File: src/rtl/card_clk_gate.sv
module card_clk_gate #(
  parameter int DIV_W = 16
) (
  input  logic        clk,
  input  logic        rst_n,
  input  logic        wr_en,
  input  logic        wr_sel,
  input  logic [31:0] wr_data,
  input  logic        rd_sel,
  output logic [31:0] rd_data,
  input  logic        xfer_busy,
  input  logic        card_idle,
  output logic        card_clk
);
  localparam int EN_BIT   = 16;
  localparam int LP_BIT   = 17;
  localparam int GO_BIT   = 31;
  localparam int ONLY_BIT = 21;
  localparam int WAIT_BIT = 13;

  logic [DIV_W-1:0] sh_div, act_div, cnt;
  logic             sh_en, sh_lp, act_en, act_lp;
  logic             pend, wait_q, ph, byp;
  logic [DIV_W:0]   hi_cnt;
  logic             unused_wr;

  wire run     = act_en & ~(act_lp & card_idle);
  wire commit  = pend & ~ph & ~(wait_q & xfer_busy);
  wire upd_req = wr_en & wr_sel & wr_data[GO_BIT] & wr_data[ONLY_BIT];

  assign unused_wr = ^wr_data;

  always_ff @(posedge clk or negedge rst_n)
    if (!rst_n) begin
      sh_div <= '0;
      sh_en  <= 1'b0;
      sh_lp  <= 1'b0;
    end else if (wr_en && !wr_sel) begin
      sh_div <= wr_data[DIV_W-1:0];
      sh_en  <= wr_data[EN_BIT];
      sh_lp  <= wr_data[LP_BIT];
    end

  always_ff @(posedge clk or negedge rst_n)
    if (!rst_n) begin
      pend   <= 1'b0;
      wait_q <= 1'b0;
    end else if (upd_req) begin
      pend   <= 1'b1;
      wait_q <= wr_data[WAIT_BIT];
    end else if (commit) begin
      pend   <= 1'b0;
    end

  always_ff @(posedge clk or negedge rst_n)
    if (!rst_n) begin
      act_div <= '0;
      act_en  <= 1'b0;
      act_lp  <= 1'b0;
      cnt     <= '0;
      ph      <= 1'b0;
    end else if (commit) begin
      act_div <= sh_div;
      act_en  <= sh_en;
      act_lp  <= sh_lp;
      cnt     <= '0;
      ph      <= 1'b0;
    end else if (act_div == '0 || (!ph && !run)) begin
      cnt <= '0;
      ph  <= 1'b0;
    end else if (cnt == act_div - DIV_W'(1)) begin
      cnt <= '0;
      ph  <= ~ph;
    end else begin
      cnt <= cnt + DIV_W'(1);
    end

  always_ff @(negedge clk or negedge rst_n)
    if (!rst_n) byp <= 1'b0;
    else        byp <= run & (act_div == '0);

  assign card_clk = ph | (clk & byp);

  always_comb begin
    rd_data = '0;
    if (rd_sel) begin
      rd_data[GO_BIT] = pend;
    end else begin
      rd_data[DIV_W-1:0] = sh_div;
      rd_data[EN_BIT]    = sh_en;
      rd_data[LP_BIT]    = sh_lp;
    end
  end

  always_ff @(posedge clk or negedge rst_n)
    if (!rst_n)  hi_cnt <= '0;
    else if (ph) hi_cnt <= hi_cnt + 1'b1;
    else         hi_cnt <= '0;


  go_source_chk: assert property (@(posedge clk) disable iff (!rst_n)
    $rose(pend) |-> $past(upd_req));


  busy_hold_chk: assert property (@(posedge clk) disable iff (!rst_n)
    (pend && wait_q && xfer_busy) |=> pend);


  full_high_chk: assert property (@(posedge clk) disable iff (!rst_n)
    $fell(ph) |-> (hi_cnt == {1'b0, act_div}));


  load_low_chk: assert property (@(posedge clk) disable iff (!rst_n)
    !$stable(act_div) |-> !$past(ph));


  idle_low_chk: assert property (@(posedge clk) disable iff (!rst_n)
    (!run && !ph) |=> !ph);
endmodule

File: config.mk
export PLATFORM = sky130hd
export DESIGN_NAME = card_clk_gate
export DESIGN_NICKNAME = d
export VERILOG_FILES = /design/src/rtl/card_clk_gate.sv
export SDC_FILE = /design/constraint.sdc
export NUM_CORES = 1
export LEC_CHECK = 0
export BUFFER_PORTS_ARGS = -buffer_cell sky130_fd_sc_hd__buf_2
export CORE_ASPECT_RATIO = 1.1
export CORE_MARGIN = 5
export CORE_UTILIZATION = 27
export CTS_BUF_LIST = sky130_fd_sc_hd__clkbuf_4
export CTS_CLUSTER_DIAMETER = 60
export CTS_CLUSTER_SIZE = 24
export DETAILED_ROUTE_END_ITERATION = 10
export HOLD_SLACK_MARGIN = 0.02
export SLEW_MARGIN = 20
export SYNTH_ARGS = -nofsm -noshare
export SYNTH_HDL_FRONTEND = slang
export SYNTH_SLANG_ARGS = --single-unit
File: constraint.sdc
create_clock -name clk -period 2.7 [get_ports clk]
set_input_delay 0.54 -clock clk [delete_from_list [all_inputs] [get_ports clk]]
set_output_delay 0.54 -clock clk [all_outputs]
set_load 0.01 [all_outputs]
==> metrics.cfg <==
[run_status]
outcome=finished with violations
violations=setup timing

[routing]
wl_per_cell_um=13.2
drcViolationCount=0
drt_iter0_markers=81
viasPerCell=4.56
drt-pass1-iter-count=4
ant_nets=0
drt-total-wl_um=6950
dr_total_vias=2392

[placed_design]
dp_cells=507
routabilityCongestion=0.802
place_area_um2=3640
io_buffers=46
dp_hpwl_um=5080

[cells_and_area]
stdcell_count=525
n_antenna_cell=0
drive_gt1_share_pct=38.1
final_cell_area_um2=3830
nets=415
final_util_pct=33.8
area_growth_pct=24.1

[die]
fp.dieArea_um2=13700
start_util_pct=27.2
pin_count=72
core_area_um2=11300
die_h_um=122
placementRows=41
die_w_um=112

[grt]
grt_use_total_pct=10.6
grt_pass1_wl_um=11700
gr-total-overflow=0
first_global_vias=2488
antenna_found_initial=0
grt_max_degree=56

[synth]
synth_top_area_share_pct=44.6
yosys.area_share.simple_pct=18.4
syn_avg_cell_area_um2=10.3
synth_edf_count=0
synth-adder-area-share_pct=0.810
synth_top_family_by_area=simple AND/OR/NAND/NOR gates
synth_xor_area_share_pct=9.64
synth_compound_area_share_pct=6.68
ys.warnings.count=0
ys_dominant_reg_cell=dfrtp_1
synthArstFlopShare_pct=100
ys_seq_area_share_pct=45.4
synthMuxAreaShare_pct=12.7
yosysMostFrequentCell=dfrtp_1
ys_types=46
syn_area_um2=3090
synth_top_area_cell=dfrtp_1
ys_seq_elements=56
synthTopCellsByCount=55 x dfrtp_1, 34 x mux2_2, 29 x nor2_1
netlist_instances=300
yosys-top-cells-area=dfrtp_1 45%, mux2_2 12%, xor2_1 5.1%

[min_path]
hp-class=primary input to asynchronous set/reset pin

[sta]
drv_slew=0
hold_viol_final=0
relSlewSlack_pct=54.2
setup_ws_ps=-354
whs_ps=167
fin_skew_ps=25.9
fin_tns_setup_ps=-430
finalSetupViolCount=3
tightestPinTransition_ps=687
grt_setup_unrepaired=yes

[power]
peakVddDrop_uv=422
p_per_area_nw_per_um2=825
p_leak_nw=1.68

[run]
maxCapViolations=0

[critical_path]
path_class=register to output port
crit_fanout=1
worstPathRequired_ps=2160
cp_data_arrival_time_ps=2510
worstSetupEndpointType=output port
critPathLaunchType=register

[clocking]
cts_tree=yes
path_clk_slew_ps=160
insertion_delay_ps=530

-- layout make-up --
cell class / count / area, um2
Clock buffer: 9 / 71.3
Clock inverter: 3 / 21.3
Fill cell: 1148 / 7500
Inverter: 8 / 30.0
Multi-Input combinational cell: 221 / 1630
Sequential cell: 56 / 1400
Tap cell: 150 / 188
Timing Repair Buffer: 78 / 489
-- cell usage in the layout, fill, tap and decap left out, drive strengths merged, types with 3 or more instances in the layout --
cell type	netlist	final
or3	5	5
a211oi	3	3
xor2	18	18
clkbuf	11	8
nor2b	19	19
mux2	34	34
xnor2	16	16
inv	8	9
o21ai	8	8
nand2	16	16
nand3	7	7
nand2b	3	3
a21oi	3	3
buf	16	79
a31oi	3	3
nand4	5	5
nor2	29	29
or4	4	4
dfrtp	55	55
and3	5	5
conb	1	13
nor4	3	3
nor3	3	3
-- metrics by stage --
| step | worst slack (ps) | total power [mW] |
|---|---|---|
| after floorplan | -118 | 2.14 |
| after global placement | -42.6 | 2.57 |
| after detailed placement | -40.5 | 2.61 |
| after CTS | -394 | 3.12 |
| after global routing | -419 | 3.41 |
| final | -354 | 3.16 |
-- repair_timing --
| item | 4_1_cts | 5_1_grt |
|---|---|---|
| pin swaps | 9 | 7 |
| resized for setup | 4 | 8 |
| setup endpoints to repair | 19 | 19 |
| buffers inserted | 4 | 3 |
| hold buffers | 0 | 0 |
-- worst max-delay path, stage by stage (launching register included) --
cell and delay, ps:
dfrtn_1 420, a21o_1 130, buf_6 110
-- power breakdown --
part | switching (mW) | internal, mW
Clock | 0.301 | 0.153
Sequential | 0.158 | 1.03
Combinational | 0.726 | 0.794
Total | 1.19 | 1.98
-- sequential cells by signal, indices dropped and copies added, names as in the netlist --
register,cells
act_en,1
act_div,16
wait_q,1
sh_en,1
ph,1
cnt,16
sh_lp,1
act_lp,1
pend,1
sh_div,16
byp,1
-- kinds of logic (layout without fill, tap and decap cells) --
family,count (synthesis),count (layout)
compound gates,30,30
xor+xnor,34,34
fa+ha+maj,2,2
buf+inv,35,98
flops,56,56
mux,35,35
other cells,1,13
simple gates,107,107
-- worst paths after layout --
check | slack, ps | cells after the start | end | start
setup / recovery | -350 | 2 | card_clk | byp$_DFF_NN0_
hold / removal | 170 | 2 | cnt[3]$_DFF_PN0_ | rst_n
setup reg to reg | -60 | 6 | byp$_DFF_NN0_ | act_div[1]$_DFFE_PN0P_
hold reg to reg | 530 | 2 | act_div[10]$_DFFE_PN0P_ | sh_div[10]$_DFFE_PN0P_
max in group asynchronous | 1530 | 1 | byp$_DFF_NN0_ | rst_n
min in group clk | 220 | 2 | sh_en$_DFFE_PN0P_ | wr_data[16]
-- routing by layer --
layer	vias up	GRT usage [%]	part of all wire, %	wire length, um
met5	-	0	0	0
met4	0	6.61	3.5	242
met3	20	2.48	4.5	310
met2	63	18.2	51	3530
met1	1152	12.1	41	2870
li1	1157	-	-	-
Note: power is estimated with default switching activity, not from simulation.
